===== src/rtl/dacc_err_pkg.sv =====
package dacc_err_pkg;
  localparam int unsigned SRC_CTRL  = 0;
  localparam int unsigned SRC_BUS   = 1;
  localparam int unsigned SRC_RANGE = 2;
  localparam int unsigned NUM_SRC   = 3;
  localparam int unsigned NUM_CLS   = 2;

  typedef enum logic {
    CLS_SYNC  = 1'b0,
    CLS_ASYNC = 1'b1
  } err_cls_e;
endpackage


===== src/rtl/dacc_err_classify.sv =====
module dacc_err_classify #(
  parameter int unsigned N_SRC = dacc_err_pkg::NUM_SRC
) (
  input  logic                                              acc_valid_i,
  input  logic                                              acc_store_i,
  input  logic [N_SRC-1:0]                                  err_src_i,
  output logic                                              load_hit_o,
  output logic                                              store_hit_o,
  output logic [dacc_err_pkg::NUM_CLS-1:0][N_SRC-1:0]       set_o
);
  import dacc_err_pkg::*;

  logic any_err;
  assign any_err     = |err_src_i;
  assign load_hit_o  = acc_valid_i & ~acc_store_i & any_err;
  assign store_hit_o = acc_valid_i &  acc_store_i & any_err;

  always_comb begin
    set_o = '0;
    if (load_hit_o)  set_o[CLS_SYNC]  = err_src_i;
    if (store_hit_o) set_o[CLS_ASYNC] = err_src_i;
  end
endmodule


===== src/rtl/dacc_flag_reg.sv =====
module dacc_flag_reg #(
  parameter int unsigned N_SRC = dacc_err_pkg::NUM_SRC
) (
  input  logic             clk_i,
  input  logic             rst_ni,
  input  logic [N_SRC-1:0] set_i,
  input  logic [N_SRC-1:0] clr_i,
  output logic [N_SRC-1:0] flags_o
);
  for (genvar b = 0; b < N_SRC; b++) begin : g_bit
    logic flag_q;
    // set wins over a same-cycle clear
    always_ff @(posedge clk_i or negedge rst_ni) begin
      if (!rst_ni)           flag_q <= 1'b0;
      else if (set_i[b])     flag_q <= 1'b1;
      else if (clr_i[b])     flag_q <= 1'b0;
    end
    assign flags_o[b] = flag_q;
  end
endmodule


===== src/rtl/dacc_async_pend.sv =====
module dacc_async_pend (
  input  logic clk_i,
  input  logic rst_ni,
  input  logic set_i,
  input  logic ack_i,
  output logic pend_o
);
  logic pend_q;

  always_ff @(posedge clk_i or negedge rst_ni) begin
    if (!rst_ni)     pend_q <= 1'b0;
    else if (set_i)  pend_q <= 1'b1;
    else if (ack_i)  pend_q <= 1'b0;
  end

  assign pend_o = pend_q;
endmodule


===== src/rtl/dacc_err_trap.sv =====
module dacc_err_trap #(
  parameter int unsigned N_SRC     = dacc_err_pkg::NUM_SRC,
  parameter int unsigned TIN_W     = 4,
  parameter int unsigned SYNC_TIN  = 2,
  parameter int unsigned ASYNC_TIN = 3
) (
  input  logic             clk_i,
  input  logic             rst_ni,
  input  logic             acc_valid_i,
  input  logic             acc_store_i,
  input  logic [N_SRC-1:0] err_src_i,
  input  logic             async_ack_i,
  input  logic             reg_wr_i,
  input  logic             reg_sel_i,
  input  logic [N_SRC-1:0] reg_wdata_i,
  output logic [N_SRC-1:0] reg_rdata_o,
  output logic             sync_trap_o,
  output logic             async_trap_o,
  output logic [TIN_W-1:0] trap_tin_o
);
  import dacc_err_pkg::*;

  localparam logic [TIN_W-1:0] TinSync  = TIN_W'(SYNC_TIN);
  localparam logic [TIN_W-1:0] TinAsync = TIN_W'(ASYNC_TIN);

  logic                           load_hit, store_hit, async_pend;
  logic [NUM_CLS-1:0][N_SRC-1:0]  set_vec, clr_vec, flags;

  dacc_err_classify #(.N_SRC(N_SRC)) u_classify (
    .acc_valid_i (acc_valid_i),
    .acc_store_i (acc_store_i),
    .err_src_i   (err_src_i),
    .load_hit_o  (load_hit),
    .store_hit_o (store_hit),
    .set_o       (set_vec)
  );

  for (genvar c = 0; c < NUM_CLS; c++) begin : g_cls
    assign clr_vec[c] = (reg_wr_i && (reg_sel_i == c[0])) ? reg_wdata_i : '0;

    dacc_flag_reg #(.N_SRC(N_SRC)) u_flags (
      .clk_i   (clk_i),
      .rst_ni  (rst_ni),
      .set_i   (set_vec[c]),
      .clr_i   (clr_vec[c]),
      .flags_o (flags[c])
    );
  end

  dacc_async_pend u_pend (
    .clk_i  (clk_i),
    .rst_ni (rst_ni),
    .set_i  (store_hit),
    .ack_i  (async_ack_i),
    .pend_o (async_pend)
  );

  assign reg_rdata_o  = reg_sel_i ? flags[CLS_ASYNC] : flags[CLS_SYNC];
  assign sync_trap_o  = load_hit;
  assign async_trap_o = async_pend;

  always_comb begin
    if (load_hit)        trap_tin_o = TinSync;
    else if (async_pend) trap_tin_o = TinAsync;
    else                 trap_tin_o = '0;
  end
endmodule


===== config.mk =====
export PLATFORM = sky130hd
export DESIGN_NAME = dacc_err_trap
export DESIGN_NICKNAME = d
export VERILOG_FILES = /design/src/rtl/dacc_err_pkg.sv /design/src/rtl/dacc_err_classify.sv /design/src/rtl/dacc_flag_reg.sv /design/src/rtl/dacc_async_pend.sv /design/src/rtl/dacc_err_trap.sv
export SDC_FILE = /design/constraint.sdc
export NUM_CORES = 1
export LEC_CHECK = 0
export CORE_AREA = 2 2 39 41
export DETAILED_ROUTE_END_ITERATION = 10
export DIE_AREA = 0 0 41 43
export PLACE_DENSITY_LB_ADDON = 0.05
export SYNTH_ARGS = -nofsm -noshare
export SYNTH_HDL_FRONTEND = slang
export SYNTH_SLANG_ARGS = --single-unit

===== constraint.sdc =====
create_clock -name clk_i -period 0.8 [get_ports clk_i]
set_input_delay 0.08 -clock clk_i [delete_from_list [all_inputs] [get_ports clk_i]]
set_output_delay 0.08 -clock clk_i [all_outputs]
set_load 0.02 [all_outputs]

**Word-level counts from Yosys, hierarchy flattened**

Index checks and enable logic that the tools add are counted.

- Register bits: 7
- Input port bits: 13
- Output and inout bits: 9
- Logic and storage cells: 44

- Mux-type cells: 21
- Bitwise logic cells: 6
- Reduce and logical (&&, ||, !) cells: 10

Operators with widths:

| cell | count |
|---|---|
| 3-bit two-way mux | 5 |
| 1-bit two-way mux | 14 |
| 2-bit nonzero test | 7 |
| 1-bit AND | 4 |
| 4-bit two-way mux | 1 |
| 3-bit OR reduction | 1 |
| 1-bit logical AND | 2 |
| 2-bit two-way mux | 1 |
| 1-bit inverter | 2 |

**Longest topological paths before layout**

Gate-level depths: netlist of the first run.

- Word-level depth: 5
- Mapped depth: 3
- Depth with buffers taken out: 2

**Modules after synthesis**

Synthesis of the first run repeated with hierarchy kept, for this count alone.

- Cells, all modules: 53
- Area, all modules: 515.5 um2

By module, submodules not included:

| module | instances | cells each | area an instance (um2) | seq. area each (um2) |
|---|---|---|---|---|
| dacc_flag_reg | 2 | 12 | 131.4 | 75.1 |
| dacc_err_trap | 1 | 15 | 138.9 | 0.0 |
| dacc_err_classify | 1 | 11 | 77.6 | 0.0 |
| dacc_async_pend | 1 | 3 | 36.3 | 25.0 |

**Worst setup path after synthesis of the first run**

Ideal clock, no wire load.

- Kind: reg-to-output
- Start point: reg u_pend.pend_q (netlist: u_pend.pend_o)
- End point: out trap_tin_o[1]
- Data arrival time: 744 ps
- Required time: 720 ps
- Path slack: -24 ps
- Stages on the path, launching flop included: 3
- Buffers on the path: 0
- Path through: dfrtp_1 > inv_1 > o21ai_1

- Cells in the longest elaborated chain, start to end: 2

Ends and longest elaborated chain:

| element | line | RTL |
|---|---|---|
| from (decl) | dacc_async_pend.sv:8 | `logic pend_q;` |
| from (signal assigned) | dacc_async_pend.sv:11 | `if (!rst_ni) pend_q <= 1'b0;` |
| from (signal assigned) | dacc_async_pend.sv:12 | `else if (set_i) pend_q <= 1'b1;` |
| from (signal assigned) | dacc_async_pend.sv:13 | `else if (ack_i) pend_q <= 1'b0;` |
| 2-bit two-way mux | dacc_err_trap.sv:64 | `else if (async_pend) trap_tin_o = TinAsync;` |
| 4-bit two-way mux | dacc_err_trap.sv:63 | `if (load_hit) trap_tin_o = TinSync;` |
| to (decl) | dacc_err_trap.sv:19 | `output logic [TIN_W-1:0] trap_tin_o` |

No other way between the ends.

**Worst setup path after layout of the first run**

- Start point: reg g_cls[0].u_flags.g_bit[2].flag_q
- End point: out reg_rdata_o[2]

- Cells in the longest elaborated chain, start to end: 1

Ends and longest elaborated chain:

| element | line | RTL |
|---|---|---|
| from (decl) | dacc_flag_reg.sv:11 | `logic flag_q;` |
| from (signal assigned) | dacc_flag_reg.sv:14 | `if (!rst_ni) flag_q <= 1'b0;` |
| from (signal assigned) | dacc_flag_reg.sv:15 | `else if (set_i[b]) flag_q <= 1'b1;` |
| from (signal assigned) | dacc_flag_reg.sv:16 | `else if (clr_i[b]) flag_q <= 1'b0;` |
| 3-bit two-way mux | dacc_err_trap.sv:58 | `assign reg_rdata_o = reg_sel_i ? flags[CLS_ASYNC] : flags[CLS_SYNC];` |
| to (decl) | dacc_err_trap.sv:16 | `output logic [N_SRC-1:0] reg_rdata_o,` |

No other way between the ends.

==> results.tsv, run 1 <==
metric	value	unit
final_common_cell	buf_6	
grt_use_met2	0.194	
setup_slack	-321	ps
synth_ff_type	dfrtp_1	
rr_worst_depth	2	
p_leak	0.333	nW
drcViolationCount	0	
cts_buffers	3	
wl_per_cell	12.8	um
gp_congestion	0.794	
finClkSkew	0	ps
vdd_drop_max	0.680	mV
synth_cell_types	18	
layout_common_cells	buf_6 (11), dfrtp_1 (7), buf_4 (7)	
final_cells	81	
final-seq-area	175	sq um
yosysWarnings	0	
drv_cap	0	
crit_path_end	reg_rdata_o[2]	
powerDensity	1700	mW/mm^2
drt_wl_total	1040	um
coreArea	0.00138	sq mm
path_clk_slew	60	ps
drv_slew	0	
die_y	43	um
cts.htree.levels	1	
die_w	41	um
grt_pass1_wl	1710	um
grt_max_degree	10	
vias	392	
cts_tree	yes	
crit_path_top_delay_cell	dfrtp_1	
synth_edf_count	0	
fmax	892	MHz
period_minus_slack	1120	ps
place_hpwl	792	um
drt_iter0_drc	3	
die_area	0.00176	sq mm
fin_nets	79	
hp-class	input port to asynchronous set/reset pin	
synth-seq-area-share	0.446	
diodes	0	
rows	14	
initial_core_util	0.284	
clock_latency	250	ps
dp.cells	75	
area_growth	82.8	%
drive_above_1_share	0.492	
ant_nets	0	
syn_inst	35	
first_pass_iters	4	
fillers	130	
track_usage	0.144	
cts_max_path_buffers	2	
critPathCaptureType	primary output	
ff2ff_setup_slack	-10	ps
violations	setup timing	
syn_area_per_cell	11.2	sq um
run_status	finished, violations left	
finalSetupViolCount	8	
hold-worst-slack	106	ps
cp.required	720	ps
antenna_found_initial	0	
hold_viol_final	0	
via_per_inst	4.84	
io-pin-count	22	
use_met3	0.0419	
final.setup.tns	-1430	ps
critical_path.max_fanout	2	
dp_slack	-896	ps
ys_ff_latch	7	
final_core_util	0.519	
max_stage_delay	390	ps
multi_input_area	226	sq um
grt_util_met1	0.199	
first_global_vias	360	
reg2reg_from	g_cls[0].u_flags.g_bit[2].flag_q	
cts_root_buffer	clkbuf_4	
top_usage_layer	met1	
arrival	1040	ps
synthArstFlopShare	1.00	
path_class	register to primary output	
critPathLaunchType	register	
reg2reg_to	g_cls[0].u_flags.g_bit[2].flag_q	
critical_path.cell_chain	mux2_2, buf_6	
overflow	0	
io_buffer_count	19	
cp-startpoint	g_cls[0].u_flags.g_bit[2].flag_q	
numClockSinks	7	
syn_area	393	sq um
rsz0062_at_grt	true	
min_period_over_period	1.40	
cell families after synthesis:
kind of cell	share of synthesized area
muxes	0.0860
and+or+nand+nor	0.191
other	0.00954
DFF	0.446
buffers and inverters	0.0764
AOI/OAI and AO/OA	0.191
state kept, by name, indices dropped and copies added, names as in the netlist:
name / cells
g_cls.u_flags.g_bit.flag_q: 6
u_pend.pend_o: 1
critical path: cells and delay by family, from the launching register on:
family / cells / cell delay (ps)
mux: 1 / 270
buf+inv: 1 / 130
flops: 1 / 390
worst min-delay path by stage:
stage	slack [ps]	endpoint	cells past startpoint	from
2_1_floorplan	-220	g_cls[0].u_flags.g_bit[0].flag_q	0	rst_ni
3_3_place_gp	360	g_cls[0].u_flags.g_bit[0].flag_q	1	rst_ni
3_5_place_dp	380	g_cls[0].u_flags.g_bit[0].flag_q	1	rst_ni
4_1_cts	110	u_pend.pend_o	1	rst_ni
5_1_grt	110	g_cls[1].u_flags.g_bit[0].flag_q	1	rst_ni
6_report	110	g_cls[0].u_flags.g_bit[0].flag_q	1	rst_ni
cell usage after synthesis, drive strengths merged (3+ instances only):
master | n | area share
a22o | 3 | 0.067
a32o | 3 | 0.076
buf | 3 | 0.067
dfrtp | 7 | 0.45
mux2 | 3 | 0.086
nand3 | 3 | 0.038
nand3b | 3 | 0.057
layout make-up:
cell class	instances	area share
Tap cell	16	0.0279
Timing Repair Buffer	28	0.371
Clock buffer	4	0.0366
Multi-Input combinational cell	25	0.315
Inverter	1	0.00523
Sequential cell	7	0.244
routing by layer:
metal  vias to the layer above  routed length (um)
li1                        188                   -
met1                       183                 424
met2                        21                 515
met3                         0                  99
met4                         0                   0
met5                         -                   0
metrics by stage:
step	area, sq um	total power (W)
floorplan	400	0.000627
global placement	637	0.000830
detailed placement	637	0.000835
CTS	679	0.00119
global route	718	0.00130
finish	718	0.00122
report_power, final:
part	switching [W]	leakage (nW)	internal [W]
logic	0.000189	0.236	0.000267
clock network	0.000133	0.0150	0.000191
registers	0.0000336	0.0819	0.000407
total	0.000356	0.333	0.000864
what timing repair did:
| action | 4_1_cts | 5_1_grt |
|---|---|---|
| pin swaps | 3 | 3 |
| gates cloned | 0 | 0 |
| hold buffers | 0 | 0 |
| endpoints found under the setup margin | 14 | 9 |
| setup buffers | 1 | 2 |
| gates resized for setup | 62 | 7 |
No activity file was read; power rests on OpenSTA's default activity.
==> inputs of run 2 (changes only) <==
REMOVE_ABC_BUFFERS = 1   (was unset)
==> results.tsv, run 2 (same netlist as run 1, synthesis figures left out) <==
metric	value	unit
run_status	finished, violations left	
violations	setup timing	
crit_path_top_delay_cell	dfrtp_1	
place_hpwl	812	um
clock_latency	250	ps
die_y	43	um
critical_path.cell_chain	mux2_2, buf_6	
ant_nets	0	
period_minus_slack	1110	ps
drcViolationCount	0	
initial_core_util	0.284	
first_global_vias	393	
overflow	0	
hold_viol_final	0	
cts_root_buffer	clkbuf_4	
die_area	0.00176	sq mm
first_pass_iters	4	
io-pin-count	22	
vias	423	
pwr-share-seq	0.340	
fillers	124	
layout_common_cells	buf_4 (12), buf_6 (9), dfrtp_1 (7)	
rsz0062_at_grt	true	
drv_cap	0	
reg2reg_from	g_cls[1].u_flags.g_bit[2].flag_q	
io_buffer_count	19	
rr_worst_depth	3	
fmax	904	MHz
final.setup.tns	-1660	ps
fin_nets	84	
placed_area	641	sq um
die_w	41	um
powerDensity	1710	mW/mm^2
min_period_over_period	1.38	
ff2ff_setup_slack	-140	ps
area_growth	90.1	%
final_cells	86	
cts_buffers	3	
antenna_found_initial	0	
regMostFlops	g_cls.u_flags.g_bit.flag_q	
grt_max_degree	9	
hp-class	input port to asynchronous set/reset pin	
internal-power	0.000907	W
finClkSkew	0	ps
finalSetupViolCount	9	
drive_above_1_share	0.514	
cts.htree.levels	1	
via_per_inst	4.92	
max_stage_delay	370	ps
grt_pass1_wl	1700	um
coreArea	0.00138	sq mm
drt_wl_total	1180	um
comb_power_share	0.406	
diodes	0	
vdd_drop_max	1.08	mV
path_class	register to primary output	
cp-startpoint	g_cls[1].u_flags.g_bit[0].flag_q	
critPathLaunchType	register	
p_leak	0.354	nW
dp.cells	76	
crit_path_end	reg_rdata_o[0]	
arrival	1030	ps
final_common_cell	buf_4	
power_frac_clock	0.254	
cp.required	720	ps
path_clk_slew	60	ps
setup_slack	-306	ps
reg2reg_to	g_cls[1].u_flags.g_bit[2].flag_q	
final_core_util	0.540	
critPathCaptureType	primary output	
critical_path.max_fanout	2	
cts_tree	yes	
gp_congestion	0.728	
numClockSinks	7	
largest_reg_flops	6	
wl_per_cell	13.7	um
drv_slew	0	
holdBufCountCts	0	
rows	14	
cts_max_path_buffers	2	
power_switching	0.000372	W
track_usage	0.141	
swShare	0.291	
drt_iter0_drc	5	
fin_area	747	sq um
-- run 2: cell types whose count changed in the layout (fill, tap and decap cells not counted), sizes merged --
cell | previous run | this run
dlygate4sd2 | 4 | 2
clkdlybuf4s15 | 0 | 2
clkbuf | 4 | 5
buf | 19 | 23
-- run 2: critical path, delay by kind of cell (launching register included) --
family                 cells  cell delay, ps
flip-flops                 1             370
multiplexers               1             270
buffers and inverters      1             130
-- run 2: worst min-delay path by stage --
stage / from / depth (start not counted) / end
2_1_floorplan: rst_ni / 0 / g_cls[0].u_flags.g_bit[0].flag_q
3_3_place_gp: rst_ni / 1 / u_pend.pend_o
3_5_place_dp: rst_ni / 1 / u_pend.pend_o
4_1_cts: rst_ni / 1 / u_pend.pend_o
5_1_grt: rst_ni / 1 / g_cls[0].u_flags.g_bit[2].flag_q
6_report: rst_ni / 1 / u_pend.pend_o
-- run 2: what timing repair did --
action,4_1_cts,5_1_grt
setup buffers,3,3
gates resized for setup,58,11
endpoints found under the setup margin,14,12
pin swaps,4,3
-- run 2: per-stage QoR --
step           total power (W)  setup WS (ps)  hold WS, ps
6_report               0.00128           -306         88.4
4_1_cts                0.00122           -311          102
2_1_floorplan         0.000607          -24.4         -216
3_5_place_dp          0.000853           -905          368
3_3_place_gp          0.000841           -904          364
5_1_grt                0.00134           -337          131
-- run 2: power groups by stage --
stage          registers [W]  logic [W]  clock network [W]
2_1_floorplan       0.000439   0.000168                  0
6_report            0.000435   0.000519           0.000325
3_5_place_dp        0.000439   0.000414                  0
3_3_place_gp        0.000435   0.000406                  0
4_1_cts             0.000432   0.000455           0.000332
5_1_grt             0.000440   0.000554           0.000348
-- run 2: cell type report --
type	count	area [sq um]	area share
timing repair buffer	33	295	0.395
multi-input combinational	25	226	0.303
sequential	7	175	0.235
clock buffer	4	26.3	0.0352
tap	16	20.0	0.0268
inverter	1	3.75	0.00503
-- run 2: metal layers --
metal  up-vias  track usage  routed length (um)
li1        198            -                   -
met1       208        0.189                 479
met2        17        0.216                 618
met3         0       0.0209                  80
met4         0       0.0600                   0
met5         -            0                   0
